--- src/rtl/rtg_pkg.sv ---
package rtg_pkg;

  // selector codes for timing values; index order is also the storage order
  typedef enum logic [2:0] {
    FLD_ACT      = 3'd0,
    FLD_SYNC_ON  = 3'd1,
    FLD_SYNC_OFF = 3'd2,
    FLD_BLK_ON   = 3'd3,
    FLD_BLK_OFF  = 3'd4,
    FLD_TOTAL    = 3'd5,
    FLD_POL      = 3'd6
  } cfgField_e;

  localparam int NUM_PTS = 6;

  // strobes passed from control to datapath
  typedef struct packed {
    logic hAct;
    logic vAct;
    logic hSyncAct;
    logic vSyncAct;
    logic hBlank;
    logic vBlank;
    logic hPolLow;
    logic vPolLow;
  } rtgStrobe_t;

endpackage

--- src/rtl/rtg_axis.sv ---
module rtg_axis
  import rtg_pkg::*;
#(
  parameter int CW      = 12,
  parameter int D_ACT   = 640,
  parameter int D_SS    = 664,
  parameter int D_SE    = 760,
  parameter int D_BS    = 648,
  parameter int D_BE    = 792,
  parameter int D_TOT   = 800
) (
  input  logic          clk,
  input  logic          rstN,
  input  logic          wrEn,
  input  logic [2:0]    wrField,
  input  logic [CW-1:0] wrData,
  input  logic          advance,
  input  logic          commit,
  output logic [CW-1:0] cnt,
  output logic          atLast,
  output logic          inAct,
  output logic          inSync,
  output logic          inBlank,
  output logic          polLow
);

  localparam logic [CW-1:0] DEF_PTS [NUM_PTS] = '{
    CW'(D_ACT), CW'(D_SS), CW'(D_SE), CW'(D_BS), CW'(D_BE), CW'(D_TOT)
  };

  logic [CW-1:0] pendPts [NUM_PTS];
  logic [CW-1:0] livePts [NUM_PTS];
  logic          pendPol;

  // pending and live timing values
  always_ff @(posedge clk) begin
    if (!rstN) begin
      for (int i = 0; i < NUM_PTS; i++) begin
        pendPts[i] <= DEF_PTS[i];
        livePts[i] <= DEF_PTS[i];
      end
      pendPol <= 1'b0;
      polLow  <= 1'b0;
    end else begin
      for (int i = 0; i < NUM_PTS; i++) begin
        if (commit) livePts[i] <= pendPts[i];
        if (wrEn && wrField == 3'(i)) pendPts[i] <= wrData;
      end
      if (commit) polLow <= pendPol;
      if (wrEn && wrField == FLD_POL) pendPol <= wrData[0];
    end
  end

  assign atLast = (cnt == livePts[FLD_TOTAL] - 1'b1);

  always_ff @(posedge clk) begin
    if (!rstN)        cnt <= '0;
    else if (advance) cnt <= atLast ? '0 : cnt + 1'b1;
  end

  assign inAct   = cnt < livePts[FLD_ACT];
  assign inSync  = (cnt >= livePts[FLD_SYNC_ON]) && (cnt < livePts[FLD_SYNC_OFF]);
  assign inBlank = (cnt >= livePts[FLD_BLK_ON])  && (cnt < livePts[FLD_BLK_OFF]);

endmodule

--- src/rtl/rtg_ctrl.sv ---
module rtg_ctrl
  import rtg_pkg::*;
#(
  parameter int CW    = 12,
  parameter int H_ACT = 640, parameter int H_SS = 664, parameter int H_SE = 760,
  parameter int H_BS  = 648, parameter int H_BE = 792, parameter int H_TOT = 800,
  parameter int V_ACT = 480, parameter int V_SS = 490, parameter int V_SE = 492,
  parameter int V_BS  = 484, parameter int V_BE = 520, parameter int V_TOT = 525
) (
  input  logic          clk,
  input  logic          rstN,
  input  logic          cfgWrEn,
  input  logic          cfgAxisV,
  input  logic [2:0]    cfgField,
  input  logic [CW-1:0] cfgData,
  output logic [CW-1:0] hCnt,
  output logic [CW-1:0] vCnt,
  output rtgStrobe_t    strobe
);

  logic hLast, vLast, frameWrap;
  logic hAct, hSyncR, hBlk, hPol;
  logic vAct, vSyncR, vBlk, vPol;

  assign frameWrap = hLast && vLast;

  rtg_axis #(
    .CW(CW), .D_ACT(H_ACT), .D_SS(H_SS), .D_SE(H_SE),
    .D_BS(H_BS), .D_BE(H_BE), .D_TOT(H_TOT)
  ) uHAxis (
    .clk(clk), .rstN(rstN),
    .wrEn(cfgWrEn && !cfgAxisV), .wrField(cfgField), .wrData(cfgData),
    .advance(1'b1), .commit(frameWrap),
    .cnt(hCnt), .atLast(hLast), .inAct(hAct), .inSync(hSyncR),
    .inBlank(hBlk), .polLow(hPol)
  );

  rtg_axis #(
    .CW(CW), .D_ACT(V_ACT), .D_SS(V_SS), .D_SE(V_SE),
    .D_BS(V_BS), .D_BE(V_BE), .D_TOT(V_TOT)
  ) uVAxis (
    .clk(clk), .rstN(rstN),
    .wrEn(cfgWrEn && cfgAxisV), .wrField(cfgField), .wrData(cfgData),
    .advance(hLast), .commit(frameWrap),
    .cnt(vCnt), .atLast(vLast), .inAct(vAct), .inSync(vSyncR),
    .inBlank(vBlk), .polLow(vPol)
  );

  always_comb begin
    strobe.hAct     = hAct;
    strobe.vAct     = vAct;
    strobe.hSyncAct = hSyncR;
    strobe.vSyncAct = vSyncR;
    strobe.hBlank   = hBlk;
    strobe.vBlank   = vBlk;
    strobe.hPolLow  = hPol;
    strobe.vPolLow  = vPol;
  end

endmodule

--- src/rtl/rtg_datapath.sv ---
module rtg_datapath
  import rtg_pkg::*;
#(
  parameter int PW = 24
) (
  input  logic          clk,
  input  logic          rstN,
  input  rtgStrobe_t    strobe,
  input  logic [PW-1:0] pixIn,
  input  logic [PW-1:0] borderColor,
  output logic          hSync,
  output logic          vSync,
  output logic [PW-1:0] rgbOut
);

  localparam logic [PW-1:0] BLACK = '0;

  logic          clampBlack;
  logic          inPicture;
  logic [PW-1:0] rgbNext;

  assign clampBlack = strobe.hSyncAct | strobe.vSyncAct | strobe.hBlank | strobe.vBlank;
  assign inPicture  = strobe.hAct & strobe.vAct;

  always_comb begin
    if (clampBlack)     rgbNext = BLACK;
    else if (inPicture) rgbNext = pixIn;
    else                rgbNext = borderColor;
  end

  always_ff @(posedge clk) begin
    if (!rstN) begin
      hSync  <= 1'b0;
      vSync  <= 1'b0;
      rgbOut <= BLACK;
    end else begin
      hSync  <= strobe.hSyncAct ^ strobe.hPolLow;
      vSync  <= strobe.vSyncAct ^ strobe.vPolLow;
      rgbOut <= rgbNext;
    end
  end

endmodule

--- src/rtl/raster_timing_gen.sv ---
module raster_timing_gen
  import rtg_pkg::*;
#(
  parameter int CNT_W = 12,
  parameter int PIX_W = 24,
  parameter int H_ACT = 640, parameter int H_SS = 664, parameter int H_SE = 760,
  parameter int H_BS  = 648, parameter int H_BE = 792, parameter int H_TOT = 800,
  parameter int V_ACT = 480, parameter int V_SS = 490, parameter int V_SE = 492,
  parameter int V_BS  = 484, parameter int V_BE = 520, parameter int V_TOT = 525
) (
  input  logic             clk,
  input  logic             rstN,
  input  logic             cfgWrEn,
  input  logic             cfgAxisV,
  input  logic [2:0]       cfgField,
  input  logic [CNT_W-1:0] cfgData,
  input  logic [PIX_W-1:0] borderColor,
  input  logic [PIX_W-1:0] pixIn,
  output logic             pixEn,
  output logic [CNT_W-1:0] pixX,
  output logic [CNT_W-1:0] pixY,
  output logic             hSync,
  output logic             vSync,
  output logic [PIX_W-1:0] rgbOut
);

  rtgStrobe_t strobe;

  rtg_ctrl #(
    .CW(CNT_W),
    .H_ACT(H_ACT), .H_SS(H_SS), .H_SE(H_SE), .H_BS(H_BS), .H_BE(H_BE), .H_TOT(H_TOT),
    .V_ACT(V_ACT), .V_SS(V_SS), .V_SE(V_SE), .V_BS(V_BS), .V_BE(V_BE), .V_TOT(V_TOT)
  ) uCtrl (
    .clk(clk), .rstN(rstN),
    .cfgWrEn(cfgWrEn), .cfgAxisV(cfgAxisV), .cfgField(cfgField), .cfgData(cfgData),
    .hCnt(pixX), .vCnt(pixY), .strobe(strobe)
  );

  assign pixEn = strobe.hAct & strobe.vAct;

  rtg_datapath #(.PW(PIX_W)) uData (
    .clk(clk), .rstN(rstN), .strobe(strobe),
    .pixIn(pixIn), .borderColor(borderColor),
    .hSync(hSync), .vSync(vSync), .rgbOut(rgbOut)
  );

endmodule

--- config.mk ---
export PLATFORM = sky130hd
export DESIGN_NAME = raster_timing_gen
export DESIGN_NICKNAME = d
export VERILOG_FILES = /design/src/rtl/rtg_pkg.sv /design/src/rtl/rtg_axis.sv /design/src/rtl/rtg_ctrl.sv /design/src/rtl/rtg_datapath.sv /design/src/rtl/raster_timing_gen.sv
export SDC_FILE = /design/constraint.sdc
export NUM_CORES = 1
export LEC_CHECK = 0
export ABC_AREA = 1
export BUFFER_PORTS_ARGS = -buffer_cell sky130_fd_sc_hd__buf_4
export CORE_MARGIN = 3
export CORE_UTILIZATION = 50
export DETAILED_ROUTE_END_ITERATION = 16
export GPL_ROUTABILITY_DRIVEN = 0
export GPL_TIMING_DRIVEN = 0
export PLACE_DENSITY = 0.7
export SLEW_MARGIN = 15
export SYNTH_ARGS = -nofsm -noshare
export SYNTH_HDL_FRONTEND = slang
export SYNTH_HIERARCHICAL = 1
export SYNTH_SLANG_ARGS = --single-unit
--- constraint.sdc ---
create_clock -name clk -period 4.4 [get_ports clk]
set_input_delay 0.44 -clock clk [delete_from_list [all_inputs] [get_ports clk]]
set_output_delay 0.44 -clock clk [all_outputs]
set_load 0.005 [all_outputs]
==> flow_metrics.tcl <==
set metrics [dict create \
    status "complete, no violations" \
    grt_pass1_wl_mm 60.62 \
    drv_slew 0 \
    coreArea_um2 33620 \
    clockRootBuffer "clkbuf_16" \
    switching_power_mw 1.591 \
    vias 12070 \
    hold_buffers 0 \
    dieArea_um2 36420 \
    drt_iter0_drc 1025 \
    syn_to_final_growth_pct 16.70 \
    pwr-share-clk_pct 44.8 \
    clk_pin_slew_ns 0.06 \
    hpwl_mm 27.99 \
    fp.dieH_um 190.8 \
    p_total_mw 7.358 \
    setup_viol 0 \
    p_int_mw 5.767 \
    seq_area_frac_synth_pct 56.96 \
    synth_top_area_cell "edfxtp_1" \
    hold_violations 0 \
    worst_pin_slew_ns 1.008 \
    nNetsFinal 2120 \
    critPathLaunch "uCtrl/uHAxis/livePts[0][60]$_SDFFCE_PN0P_" \
    die_x_um 190.8 \
    yosys_warnings 6 \
    netlist_instances 1770 \
    clkLatencyLatePin_ns 0.54 \
    io_pins 118 \
    crit_fanout 10 \
    grt_max_degree 53 \
    timing.rr.end "uCtrl/uVAxis/livePts[0][19]$_SDFFCE_PN1P_" \
    cts.sinks 342 \
    synth_seq_cells 342 \
    crit_path_end "uCtrl/uVAxis/livePts[0][19]$_SDFFCE_PN1P_" \
    layout-drive-gt1-share_pct 14.96 \
    drc 0 \
    synth_area_leaders "edfxtp_1 51%, ha_1 8.6%, inv_1 7.7%" \
    vias_per_cell 5.002 \
    antenna_found_initial 0 \
    rsz0062_at_grt "no" \
    nFillCells 2829 \
    worstRegToRegCells 17 \
    post_cts_buffers 0 \
    synth_ff_type "edfxtp_1" \
    grt_pass1_vias 11300 \
    ys_top_cells_by_count "351 x inv_1, 315 x nor2_1, 292 x nand2_1, 288 x edfxtp_1, 118 x ha_1" \
    synth_edf_count 288 \
    p_comb_share_pct 5.1 \
    cp.required_ns 4.66 \
    fmax_mhz 287.3 \
    synth_area_um2 17080 \
    reg2reg_slack_ns 0.92 \
    slew_headroom_pct 32.32 \
    routed_wl_mm 39.83 \
    drtPass1Iterations 6 \
    netSwitchingFraction_pct 21.62 \
    arrival_ns 3.74 \
    clock_skew_ns 0.02844 \
    grt.total_usage_pct 21.82 \
    avgSynthCellArea_um2 9.650 \
    cts_resized 0 \
    ir_drop_v 0.0003142 \
    postRouteAntennaNets 0 \
    period_needed_ns 3.480 \
    start_util_pct 50.81 \
    cts_tree "built" \
    crit_path_end_kind "flop" \
    cts_buffer_depth 3 \
    fin_util_pct 59.30 \
    synth_cell_type_count 39 \
    grt-ovfl-total 0 \
    start_kind "flop" \
    yosysMostFrequentCell "inv_1" \
    p_leak_nw 9.370 \
    critical_path_class "flop to flop" \
    p_per_area_nw_per_um2 369.1 \
    hp-class "input port to flop" \
    n_antenna_cell 0 \
    cts_buffers 38 \
    post-route-period-util_pct 79.10 \
    seqPwrFrac_pct 50.2 \
    synthArstFlopShare_pct 0 \
    max_cap_violations 0 \
    io_buffers 117 \
    synth_top_area_share_pct 50.63 \
    htree_levels 2 \
    routedWlPerCell_um 16.51 \
    rows 67 \
    r2r_start "uCtrl/uHAxis/livePts[0][60]$_SDFFCE_PN0P_" \
]
## flip-flops by register name, indices dropped and copies added, names as in the netlist
register,cells
uCtrl/uVAxis/pendPts,72
uData/hSync,1
uData/vSync,1
uCtrl/uHAxis/cnt,12
uCtrl/uHAxis/pendPts,72
uCtrl/uVAxis/cnt,12
uCtrl/uVAxis/livePts,72
uCtrl/uHAxis/pendPol,1
uCtrl/uHAxis/livePts,72
uCtrl/uVAxis/polLow,1
uCtrl/uVAxis/pendPol,1
uCtrl/uHAxis/polLow,1
uData/rgbOut,24
## placed cells by master, fill, tap and decap left out, types with 6 or more instances in the layout
cell type and count:
nand3b_1 6, o21ai_0 6, xnor2_1 8, nor2_1 315, edfxtp_1 288, nand2_1 290
o211ai_1 6, or2_2 49, clkbuf_16 39, buf_4 126, nand3_1 52, nand2_2 10
nor2_2 8, clkbuf_1 18, nand4_1 16, nor3_1 20, clkinv_2 10, a21oi_1 56
a211oi_1 6, clkinv_1 9, inv_1 351, ha_1 118, xor2_1 26, buf_6 6
o221ai_1 6, a21boi_0 6, conb_1 6, bufinv_16 6, dfxtp_1 54
## layout make-up
class / count / area (µm²) / area share [%]
clock buffers: 43 / 991.0 / 4.971
multi-input cells: 1038 / 5796 / 29.07
flip-flops and latches: 342 / 9729 / 48.81
inverters: 361 / 1355 / 6.798
repair buffers: 120 / 940.9 / 4.720
well taps: 448 / 560.5 / 2.812
clock inverters: 27 / 326.6 / 1.638
plain buffers: 34 / 235.2 / 1.180
## worst min path at each step
stage | from | end | slack [ns] | depth (start not counted)
after floorplan | uCtrl/uHAxis/pendPol$_SDFFE_PN0P_ | uCtrl/uHAxis/polLow$_SDFFE_PN0P_ | 0.44 | 2
after global placement | uCtrl/uVAxis/polLow$_SDFFE_PN0P_ | uCtrl/uVAxis/polLow$_SDFFE_PN0P_ | 0.45 | 2
after detailed placement | uCtrl/uVAxis/polLow$_SDFFE_PN0P_ | uCtrl/uVAxis/polLow$_SDFFE_PN0P_ | 0.45 | 2
after CTS | rstN | uData/vSync$_SDFF_PN0_ | 0.16 | 3
after global routing | rstN | uData/vSync$_SDFF_PN0_ | 0.18 | 3
final | rstN | uData/vSync$_SDFF_PN0_ | 0.19 | 3
## per-layer routing
| layer | GRT usage, % | part of all wire [%] |
|---|---|---|
| met5 | 0 | 0 |
| met4 | 7.169 | 2.8 |
| met3 | 3.254 | 8.5 |
| met2 | 35.12 | 45 |
| met1 | 30.57 | 44 |
## power by group through the flow
stage / Combinational (mW) / Sequential, mW / Clock, mW
global route: 0.417 / 3.70 / 3.48
detailed placement: 0.369 / 3.76 / 0
global placement: 0.352 / 3.76 / 0
floorplan: 0.199 / 3.75 / 0
finish: 0.372 / 3.69 / 3.29
CTS: 0.373 / 3.69 / 3.35
## cell families after synthesis
group	share of synthesized area, %
other cells	0.02195
simple gates	20.07
fa+ha+maj	8.643
flops	56.96
buf+inv	9.310
compound gates	3.252
xor+xnor	1.743
## per-stage QoR
step | cells | setup WS, ns | setup TNS, ns | hold WS, ns | cell area [µm²]
after floorplan | 1775 | 0.5856 | 0 | 0.4361 | 17100
after CTS | 2413 | 0.9116 | 0 | 0.1593 | 19930
final | 2413 | 0.9198 | 0 | 0.1854 | 19930
after global routing | 2413 | 0.6025 | 0 | 0.1802 | 19930
after global placement | 2340 | -0.5868 | -82.54 | 0.4492 | 18540
after detailed placement | 2343 | 0.9393 | 0 | 0.4543 | 18620
## worst max-delay path, cell delays in order, from the launching register on
cell and delay, ns:
edfxtp_1 0.38, inv_1 0.14, ha_1 0.30, nand2_1 0.13, nor2_1 0.19, nand3_1 0.10, nand3_1 0.09, nand2_1 0.06
nor2_1 0.11, nand2_1 0.08, inv_2 0.06, nand2_1 0.10, inv_1 0.24, nand2_1 0.08, inv_1 0.19, nand2_1 0.29
clkbuf_1 0.32, or2_2 0.33
(Power assumes the default switching activity.)
